## src/rtl/spi_rb_pkg.sv

```systemverilog
package spi_rb_pkg;
  typedef enum logic {
    PH_CMD  = 1'b0,
    PH_DATA = 1'b1
  } spi_phase_e;
endpackage

```

## src/rtl/spi_rb_sync.sv

```systemverilog
module spi_rb_sync #(
  parameter int          WIDTH   = 1,
  parameter int          STAGES  = 2,
  parameter logic [31:0] RST_VAL = '0
) (
  input  logic             clk,
  input  logic             rst_n,
  input  logic [WIDTH-1:0] d,
  output logic [WIDTH-1:0] q
);
  logic [WIDTH-1:0] stg [STAGES];

  for (genvar s = 0; s < STAGES; s++) begin : g_stage
    if (s == 0) begin : g_first
      always_ff @(posedge clk or negedge rst_n) begin
        if (!rst_n) stg[s] <= RST_VAL[WIDTH-1:0];
        else        stg[s] <= d;
      end
    end else begin : g_next
      always_ff @(posedge clk or negedge rst_n) begin
        if (!rst_n) stg[s] <= RST_VAL[WIDTH-1:0];
        else        stg[s] <= stg[s-1];
      end
    end
  end

  assign q = stg[STAGES-1];
endmodule

```

## src/rtl/spi_rb_shifter.sv

```systemverilog
module spi_rb_shifter #(
  parameter int DATA_W = 8
) (
  input  logic              clk,
  input  logic              rst_n,
  input  logic              sample,     // rising SCK seen
  input  logic              mosi,
  input  logic              shift_out,  // falling SCK seen, inside a byte
  input  logic              load,
  input  logic [DATA_W-1:0] load_data,
  output logic [DATA_W-1:0] rx_byte,    // byte including the bit being sampled
  output logic              tx_msb
);
  logic [DATA_W-2:0] rx_q;
  logic [DATA_W-1:0] tx_q;

  assign rx_byte = {rx_q, mosi};
  assign tx_msb  = tx_q[DATA_W-1];

  always_ff @(posedge clk or negedge rst_n) begin
    if (!rst_n)      rx_q <= '0;
    else if (sample) rx_q <= rx_byte[DATA_W-2:0];
  end

  always_ff @(posedge clk or negedge rst_n) begin
    if (!rst_n)         tx_q <= '0;
    else if (load)      tx_q <= load_data;
    else if (shift_out) tx_q <= {tx_q[DATA_W-2:0], 1'b0};
  end
endmodule

```

## src/rtl/spi_rb_frame.sv

```systemverilog
module spi_rb_frame
  import spi_rb_pkg::*;
#(
  parameter int ADDR_W = 7,
  parameter int DATA_W = 8
) (
  input  logic              clk,
  input  logic              rst_n,
  input  logic              sel,        // synchronized select, active high
  input  logic              sck_rise,
  input  logic              sck_fall,
  input  logic [DATA_W-1:0] rx_byte,
  output spi_phase_e        phase,
  output logic              is_write,
  output logic [ADDR_W-1:0] addr,
  output logic              load,
  output logic              shift_out,
  output logic              wr_en,
  output logic [ADDR_W-1:0] wr_addr,
  output logic [DATA_W-1:0] wr_data
);
  localparam int CNT_W = $clog2(DATA_W);
  localparam logic [CNT_W-1:0] LAST_BIT = CNT_W'(DATA_W - 1);

  logic [CNT_W-1:0] bit_cnt;
  logic             byte_done;

  assign byte_done = sel && sck_rise && (bit_cnt == LAST_BIT);
  // no shift on the falling edge that closes a byte: the freshly loaded D7 must stay
  assign shift_out = sel && sck_fall && (bit_cnt != '0) && (phase == PH_DATA) && !is_write;

  always_ff @(posedge clk or negedge rst_n) begin
    if (!rst_n) begin
      phase    <= PH_CMD;
      bit_cnt  <= '0;
      is_write <= 1'b0;
      addr     <= '0;
      load     <= 1'b0;
      wr_en    <= 1'b0;
      wr_addr  <= '0;
      wr_data  <= '0;
    end else begin
      wr_en <= 1'b0;
      load  <= 1'b0;
      if (!sel) begin
        phase   <= PH_CMD;
        bit_cnt <= '0;
      end else if (sck_rise) begin
        bit_cnt <= (bit_cnt == LAST_BIT) ? '0 : bit_cnt + 1'b1;
        if (byte_done) begin
          if (phase == PH_CMD) begin
            is_write <= rx_byte[DATA_W-1];
            addr     <= rx_byte[ADDR_W-1:0];
            phase    <= PH_DATA;
            load     <= !rx_byte[DATA_W-1];
          end else if (is_write) begin
            wr_en   <= 1'b1;
            wr_addr <= addr;
            wr_data <= rx_byte;
            addr    <= addr + 1'b1;
          end else begin
            addr <= addr + 1'b1;
            load <= 1'b1;
          end
        end
      end
    end
  end
endmodule

```

## src/rtl/spi_regbank_slave.sv

```systemverilog
module spi_regbank_slave
  import spi_rb_pkg::*;
#(
  parameter int ADDR_W      = 7,
  parameter int DATA_W      = 8,
  parameter int SYNC_STAGES = 2
) (
  input  logic              clk,
  input  logic              rst_n,
  input  logic              spi_sck,
  input  logic              spi_cs_n,
  input  logic              spi_mosi,
  output logic              spi_miso,
  output logic              reg_wr_en,
  output logic [ADDR_W-1:0] reg_wr_addr,
  output logic [DATA_W-1:0] reg_wr_data,
  output logic [ADDR_W-1:0] reg_rd_addr,
  input  logic [DATA_W-1:0] reg_rd_data
);
  localparam int PIN_N = 3;

  logic [PIN_N-1:0] pins_s;
  logic             sck_s, cs_n_s, mosi_s, sck_q, sel;
  logic             sck_rise, sck_fall;
  spi_phase_e       phase;
  logic             is_write, load, shift_out, tx_msb;
  logic [DATA_W-1:0] rx_byte;

  spi_rb_sync #(.WIDTH(PIN_N), .STAGES(SYNC_STAGES), .RST_VAL(32'd2)) u_sync (
    .clk(clk), .rst_n(rst_n),
    .d({spi_mosi, spi_cs_n, spi_sck}),
    .q(pins_s)
  );
  assign {mosi_s, cs_n_s, sck_s} = pins_s;
  assign sel = !cs_n_s;

  always_ff @(posedge clk or negedge rst_n) begin
    if (!rst_n) sck_q <= 1'b0;
    else        sck_q <= sck_s;
  end
  assign sck_rise = sck_s && !sck_q;
  assign sck_fall = !sck_s && sck_q;

  spi_rb_frame #(.ADDR_W(ADDR_W), .DATA_W(DATA_W)) u_frame (
    .clk(clk), .rst_n(rst_n), .sel(sel),
    .sck_rise(sck_rise), .sck_fall(sck_fall), .rx_byte(rx_byte),
    .phase(phase), .is_write(is_write), .addr(reg_rd_addr),
    .load(load), .shift_out(shift_out),
    .wr_en(reg_wr_en), .wr_addr(reg_wr_addr), .wr_data(reg_wr_data)
  );

  spi_rb_shifter #(.DATA_W(DATA_W)) u_shift (
    .clk(clk), .rst_n(rst_n),
    .sample(sel && sck_rise), .mosi(mosi_s),
    .shift_out(shift_out), .load(load), .load_data(reg_rd_data),
    .rx_byte(rx_byte), .tx_msb(tx_msb)
  );

  assign spi_miso = (sel && phase == PH_DATA && !is_write) ? tx_msb : 1'b0;
endmodule

```

## config.mk

```make
export PLATFORM = sky130hd
export DESIGN_NAME = spi_regbank_slave
export DESIGN_NICKNAME = d
export VERILOG_FILES = /design/src/rtl/spi_rb_pkg.sv /design/src/rtl/spi_rb_sync.sv /design/src/rtl/spi_rb_shifter.sv /design/src/rtl/spi_rb_frame.sv /design/src/rtl/spi_regbank_slave.sv
export SDC_FILE = /design/constraint.sdc
export NUM_CORES = 1
export LEC_CHECK = 0
export CAP_MARGIN = 20
export CORE_AREA = 2 2 66 68
export CTS_CLUSTER_DIAMETER = 30
export CTS_CLUSTER_SIZE = 30
export DETAILED_ROUTE_END_ITERATION = 8
export DIE_AREA = 0 0 68 70
export DONT_BUFFER_PORTS = 1
export GPL_ROUTABILITY_DRIVEN = 0
export HOLD_SLACK_MARGIN = 0.05
export PLACE_DENSITY = 0.69
export SYNTH_ARGS = -nofsm -noshare
export SYNTH_HDL_FRONTEND = slang
export SYNTH_SLANG_ARGS = --single-unit
```

## constraint.sdc

```tcl
create_clock -name clk -period 3.1 [get_ports clk]
set_clock_uncertainty 0.1 [all_clocks]
set_input_delay 0 -clock clk [delete_from_list [all_inputs] [get_ports clk]]
set_output_delay 0 -clock clk [all_outputs]
set_load 0.005 [all_outputs]
```

Word level (Yosys, flattened, before mapping)
Cells that the tools add are included.

word-level totals
  bits in latches = 0
  input bits = 13
  word-level logic and storage cells = 61
  memories = 0
  register bits after elaboration = 51
  RAM bits = 0
  memory bits (read-only) = 0

cells by class
  divide/modulo/power cells = 0
  multipliers = 0
  equal/unequal tests = 1
  shifts and indexed selects = 0
  muxes and demuxes = 20
  bitwise operators = 2
  magnitude comparators = 0
  reduce and logical (&&, ||, !) cells = 23
  add/subtract/negate cells = 2

operators with widths
  cell                   count
  $mux W8                2
  $mux W1                14
  $logic_and A1 B1 Y1    10
  $mux W3                3
  $add A7 B1 Y7 const B  1
  $mux W7                1
  $reduce_bool A2 Y1     3
  $logic_not A1 Y1       5
  $reduce_and A5 Y1      1
  $reduce_and A4 Y1      1
  $add A3 B1 Y3 const B  1
  $eq A3 B3 Y1 const B   1
  $reduce_and A3 Y1      1
  $reduce_bool A3 Y1     1
  $not A1 Y1             2
  $reduce_and A2 Y1      1

Depth between registers and ports, before layout
  depth after elaboration = 8
  mapped depth = 7
  mapped depth without buffers = 6

By module
From an unflattened synthesis, not the netlist that was laid out.

unflattened totals
  cell total of the unflattened synthesis = 180
  area total of the unflattened synthesis = 2,303.5 µm²

modules (own cells, without submodules)
  module             times used  seq. area each (µm²)  area each (µm²)  cells an instance
  spi_rb_frame       1           725.7                 1,398.8          115
  spi_rb_shifter     1           375.4                 668.1            50
  spi_rb_sync        1           152.6                 175.2            9
  spi_regbank_slave  1           25.0                  61.3             6

Least setup slack after synthesis
Ideal clock, no wire load.

  path type = register to register
  start = register u_frame.bit_cnt[0]
  end = register u_shift.tx_q[1]
  path buffers = 1
  required time = 2,875 ps
  arrival = 1,788 ps
  clock period less this slack = 2,013 ps
  stages on the path, launching flop included = 8
  setup slack = 1,087 ps
  setup time = 125 ps
  cell sequence = dfrtp_1 > inv_1 > ha_1 > nor2b_1 > or4_1 > buf_6 > mux2_4 > mux2_2

between the ends
  word-level cells in the longest chain between the ends = 5

ends and longest elaborated chain
  element                              RTL line              RTL
  from (decl)                          spi_rb_frame.sv:25    logic [CNT_W-1:0] bit_cnt;
  from (signal assigned)               spi_rb_frame.sv:49    bit_cnt <= (bit_cnt == LAST_BIT) ? '0 : bit_cnt + 1'b1;
  $reduce_bool A3 Y1                   spi_rb_frame.sv:30    assign shift_out = sel && sck_fall && (bit_cnt != '0) && (phase == PH_DATA) && !is_write;
  $logic_and A1 B1 Y1 (3 in series)    spi_rb_frame.sv:30
  $reduce_bool A2 Y1 (no source line)  --
  to (signal assigned)                 spi_rb_shifter.sv:27  else if (load) tx_q <= load_data;
  to (signal assigned)                 spi_rb_shifter.sv:28  else if (shift_out) tx_q <= {tx_q[DATA_W-2:0], 1'b0};
  to (decl)                            spi_rb_shifter.sv:15  logic [DATA_W-1:0] tx_q;

No other way between the ends.
A chain may end at the register's enable or synchronous reset.

Final worst setup path
  start = register u_frame.phase
  end = register u_shift.tx_q[2]

between the ends
  word-level cells in the longest chain between the ends = 3

ends and longest elaborated chain
  element                              RTL line            RTL
  from (decl)                          spi_rb_frame.sv:13  output spi_phase_e phase,
  from (signal assigned)               spi_rb_frame.sv:34  phase <= PH_CMD;
  from (signal assigned)               spi_rb_frame.sv:46  phase <= PH_CMD;
  from (signal assigned)               spi_rb_frame.sv:54  phase <= PH_DATA;
  $logic_and A1 B1 Y1 (2 in series)    spi_rb_frame.sv:30
  $reduce_bool A2 Y1 (no source line)  --

No other way between the ends.

==> results.sh <==
export IMPL_run_status="finished, final reports clean"
export IMPL_worst_skew_pair_late_latency_ns=0.30
export IMPL_post_route_period_util_pct=76.60
export IMPL_drc_errors=0
export IMPL_clock_path_buffers=2
export IMPL_grt_pass1_vias=1289
export IMPL_cts_tree="yes"
export IMPL_post_route_min_period_ns=2.375
export IMPL_net_switching_power_w=0.0002962
export IMPL_critPathMaxFanout=13
export IMPL_worst_path_buf_inv=0
export IMPL_drt_iter0_drc=89
export IMPL_path_cells="nand2b_4, or4_1, mux2_4, mux2_2"
export IMPL_start_util_pct=52.17
export IMPL_cts_root_buf="clkbuf_8"
export IMPL_p_leak_nw=1.205
export IMPL_intPower_w=0.001004
export IMPL_critical_path_endpoint="u_shift.tx_q[2]"
export IMPL_synth_largest_area_cell="dfrtp_1"
export IMPL_slowest_stage="or4_1"
export IMPL_endpoint_kind="flip-flop"
export IMPL_synth_seq_cells=51
export IMPL_tightestPinTransition_ns=0.6201
export IMPL_dp_cells=206
export IMPL_dieArea_um2=4760
export IMPL_arrival_ns=2.46
export IMPL_reg2reg_depth=4
export IMPL_io_pins=37
export IMPL_layout_nets=191
export IMPL_die_h_um=70
export IMPL_synth_seq_area_share_pct=59.14
export IMPL_drive_gt1_share_pct=29.71
export IMPL_viasPerCell=5.533
export IMPL_synth_area_per_cell_um2=13.60
export IMPL_final_hold_viol_count=0
export IMPL_reg2reg_from="u_frame.phase"
export IMPL_start_kind="flip-flop"
export IMPL_rsz0062_at_grt="false"
export IMPL_max_slew_margin_pct=58.50
export IMPL_setup_viol=0
export IMPL_ys_top_cells_by_area="dfrtp_1, mux2_2, mux2_4"
export IMPL_numPortBuffers=0
export IMPL_area_delta_synth_final_pct=14.58
export IMPL_critPathKind="reg2reg"
export IMPL_gr_total_overflow=0
export IMPL_switching_share_pct=22.78
export IMPL_cts_resized=0
export IMPL_path_delay_family="simple AND/OR/NAND/NOR gates"
export IMPL_core_area_um2=4144
export IMPL_drt_pass1_iterations=4
export IMPL_synthesis_nets=176
export IMPL_worstHoldPathType="in2async"
export IMPL_seq_power_share_pct=58.0
export IMPL_grt_pass1_wl_um=6065
export IMPL_via_count=1256
export IMPL_track_usage_pct=17.11
export IMPL_yosysWarningCount=0
export IMPL_wirelength_um=3606
export IMPL_synth_top_area_share_pct=56.71
export IMPL_critical_path_required_ns=3.19
export IMPL_fmax_ghz=0.4211
export IMPL_cp_depth=4
export IMPL_synth_cell_area_um2=2162
export IMPL_r2r_slack_ns=0.73
export IMPL_combinationalPowerShare_pct=6.3
export IMPL_rows=24
export IMPL_grt_max_degree=52
export IMPL_dp_hpwl_um=2412
export IMPL_ir_drop_mv=0.3429
export IMPL_stdcell_count=227
export IMPL_cp_startpoint="u_frame.phase"
export IMPL_cap_violations=0
export IMPL_placed_cell_area_um2=2213
export IMPL_fin_tns_setup_ns=0
export IMPL_path_clk_slew_ns=0.09
export IMPL_max_stage_delay_ns=0.76
export IMPL_drv_slew=0
export IMPL_reg2reg_to="u_shift.tx_q[2]"
export IMPL_clockPowerShare_pct=35.6
export IMPL_antenna_cells=0
export IMPL_netlist_cell_type_count=30
export IMPL_wl_per_cell_um=15.89
export IMPL_die_width_um=68
export IMPL_final_area_um2=2477
export IMPL_ctsHtreeMaxLevel=2
export IMPL_power_density_nw_per_um2=524.9
export IMPL_antenna_found_initial=0
export IMPL_cts_made_buffers=5
export IMPL_clock_sinks=51
export IMPL_syn_instance_count=159
export IMPL_ant_nets=0
area by class of cell:
type,count,area (µm²)
Timing Repair Buffer,15,162.7
Sequential cell,51,1279
Tap cell,52,65.06
Fill cell,322,1667
Inverter,4,15.01
Multi-Input combinational cell,97,839.6
Clock inverter,3,47.55
Clock buffer,5,68.82
flip-flops by register name, summed over array words and instances, names as in the netlist:
name              cells
u_shift.rx_q          7
u_frame.wr_en         1
u_sync.stg            3
u_sync.q              3
u_frame.load          1
u_frame.wr_data       8
u_frame.wr_addr       7
u_frame.phase         1
u_frame.is_write      1
u_frame.bit_cnt       3
sck_q                 1
u_frame.addr          7
u_shift.tx_q          8
cells in the mapped netlist, drive strengths merged:
| master | n |
|---|---|
| nor4bb | 1 |
| nand3 | 7 |
| mux2i | 5 |
| inv | 4 |
| nand2 | 3 |
| dfrtp | 49 |
| or4 | 1 |
| and3b | 2 |
| a21oi | 6 |
| and2 | 1 |
| nand2b | 4 |
| o22ai | 5 |
| mux2 | 37 |
| and3 | 2 |
| dfstp | 2 |
| a21o | 1 |
| nor3 | 4 |
| nor3b | 1 |
| buf | 3 |
| clkbuf | 4 |
| nor2 | 8 |
| ha | 4 |
| o21ai | 4 |
| nor2b | 1 |
per-layer routing:
layer  vias to the layer above  global-route usage [%]  wire (µm)
met1                       630                   21.74       1596
li1                        589                       -          -
met3                         6                   5.636        188
met4                         0                   5.333         48
met2                        31                   27.40       1773
met5                         -                       0          0
power groups by stage:
stage	clock (W)	combinational, W	sequential, W
2_1_floorplan	0	0.0000483	0.000749
3_3_place_gp	0	0.0000508	0.000765
3_5_place_dp	0	0.0000549	0.000768
4_1_cts	0.000482	0.0000846	0.000755
5_1_grt	0.000509	0.0000919	0.000761
6_report	0.000463	0.0000824	0.000755
kinds of logic after synthesis:
group	after synthesis	share of synthesized area, %
muxes	42	22.80
buffers and inverters	11	2.314
AOI/OAI and AO/OA	16	4.109
DFF	51	59.14
and+or+nand+nor	35	9.317
adders and majority gates	4	2.315
what timing repair did:
item	CTS	global route
setup buffers	0	0
hold endpoints to repair	62	0
hold buffers	13	0
worst min path at each step:
stage,startpoint,to,slack (ns),cells after the start
after global placement,rst_n,u_shift.tx_q[4],-0.39,0
after floorplan,rst_n,sck_q,-0.40,0
after CTS,rst_n,u_frame.addr[3],0.12,2
final,rst_n,u_frame.wr_addr[5],0.13,2
after global routing,spi_cs_n,u_sync.stg[4],0.12,1
after detailed placement,rst_n,u_shift.tx_q[2],-0.39,0
worst register-to-register path, stage by stage, from the launching register on:
cell      delay [ns]
dfrtp_1         0.66
nand2b_4        0.10
or4_1           0.76
mux2_4          0.38
mux2_2          0.26
layout by cell type (no fill, tap or decap), drive strengths merged:
cell / netlist / routed
nand2b: 4 / 4
clkbuf: 4 / 5
o21ai: 4 / 4
inv: 4 / 5
nor3: 4 / 4
nor4bb: 1 / 1
dfstp: 2 / 2
dlygate4sd3: 0 / 12
nand3: 7 / 7
and3b: 2 / 2
or4: 1 / 1
and3: 2 / 2
clkinv: 0 / 1
mux2: 37 / 37
buf: 3 / 3
o22ai: 5 / 5
bufinv: 0 / 1
dfrtp: 49 / 49
mux2i: 5 / 5
nand2: 3 / 3
a21o: 1 / 1
nor3b: 1 / 1
and2: 1 / 1
nor2b: 1 / 1
ha: 4 / 4
nor2: 8 / 8
a21oi: 6 / 6
per-stage QoR:
| step | hold WS (ns) | utilization (%) | setup slack [ns] | total power (W) |
|---|---|---|---|---|
| after floorplan | -0.3956 | - | 1.087 | 0.0007972 |
| after CTS | 0.1168 | 59.78 | 0.7283 | 0.001321 |
| after detailed placement | -0.3941 | 53.41 | 0.7635 | 0.0008233 |
| final | 0.1254 | 59.78 | 0.7254 | 0.001300 |
| after global placement | -0.3943 | 53.41 | 0.8172 | 0.0008156 |
| after global routing | 0.1248 | 59.78 | 0.6221 | 0.001363 |
Power figures use the tool's default switching activity.
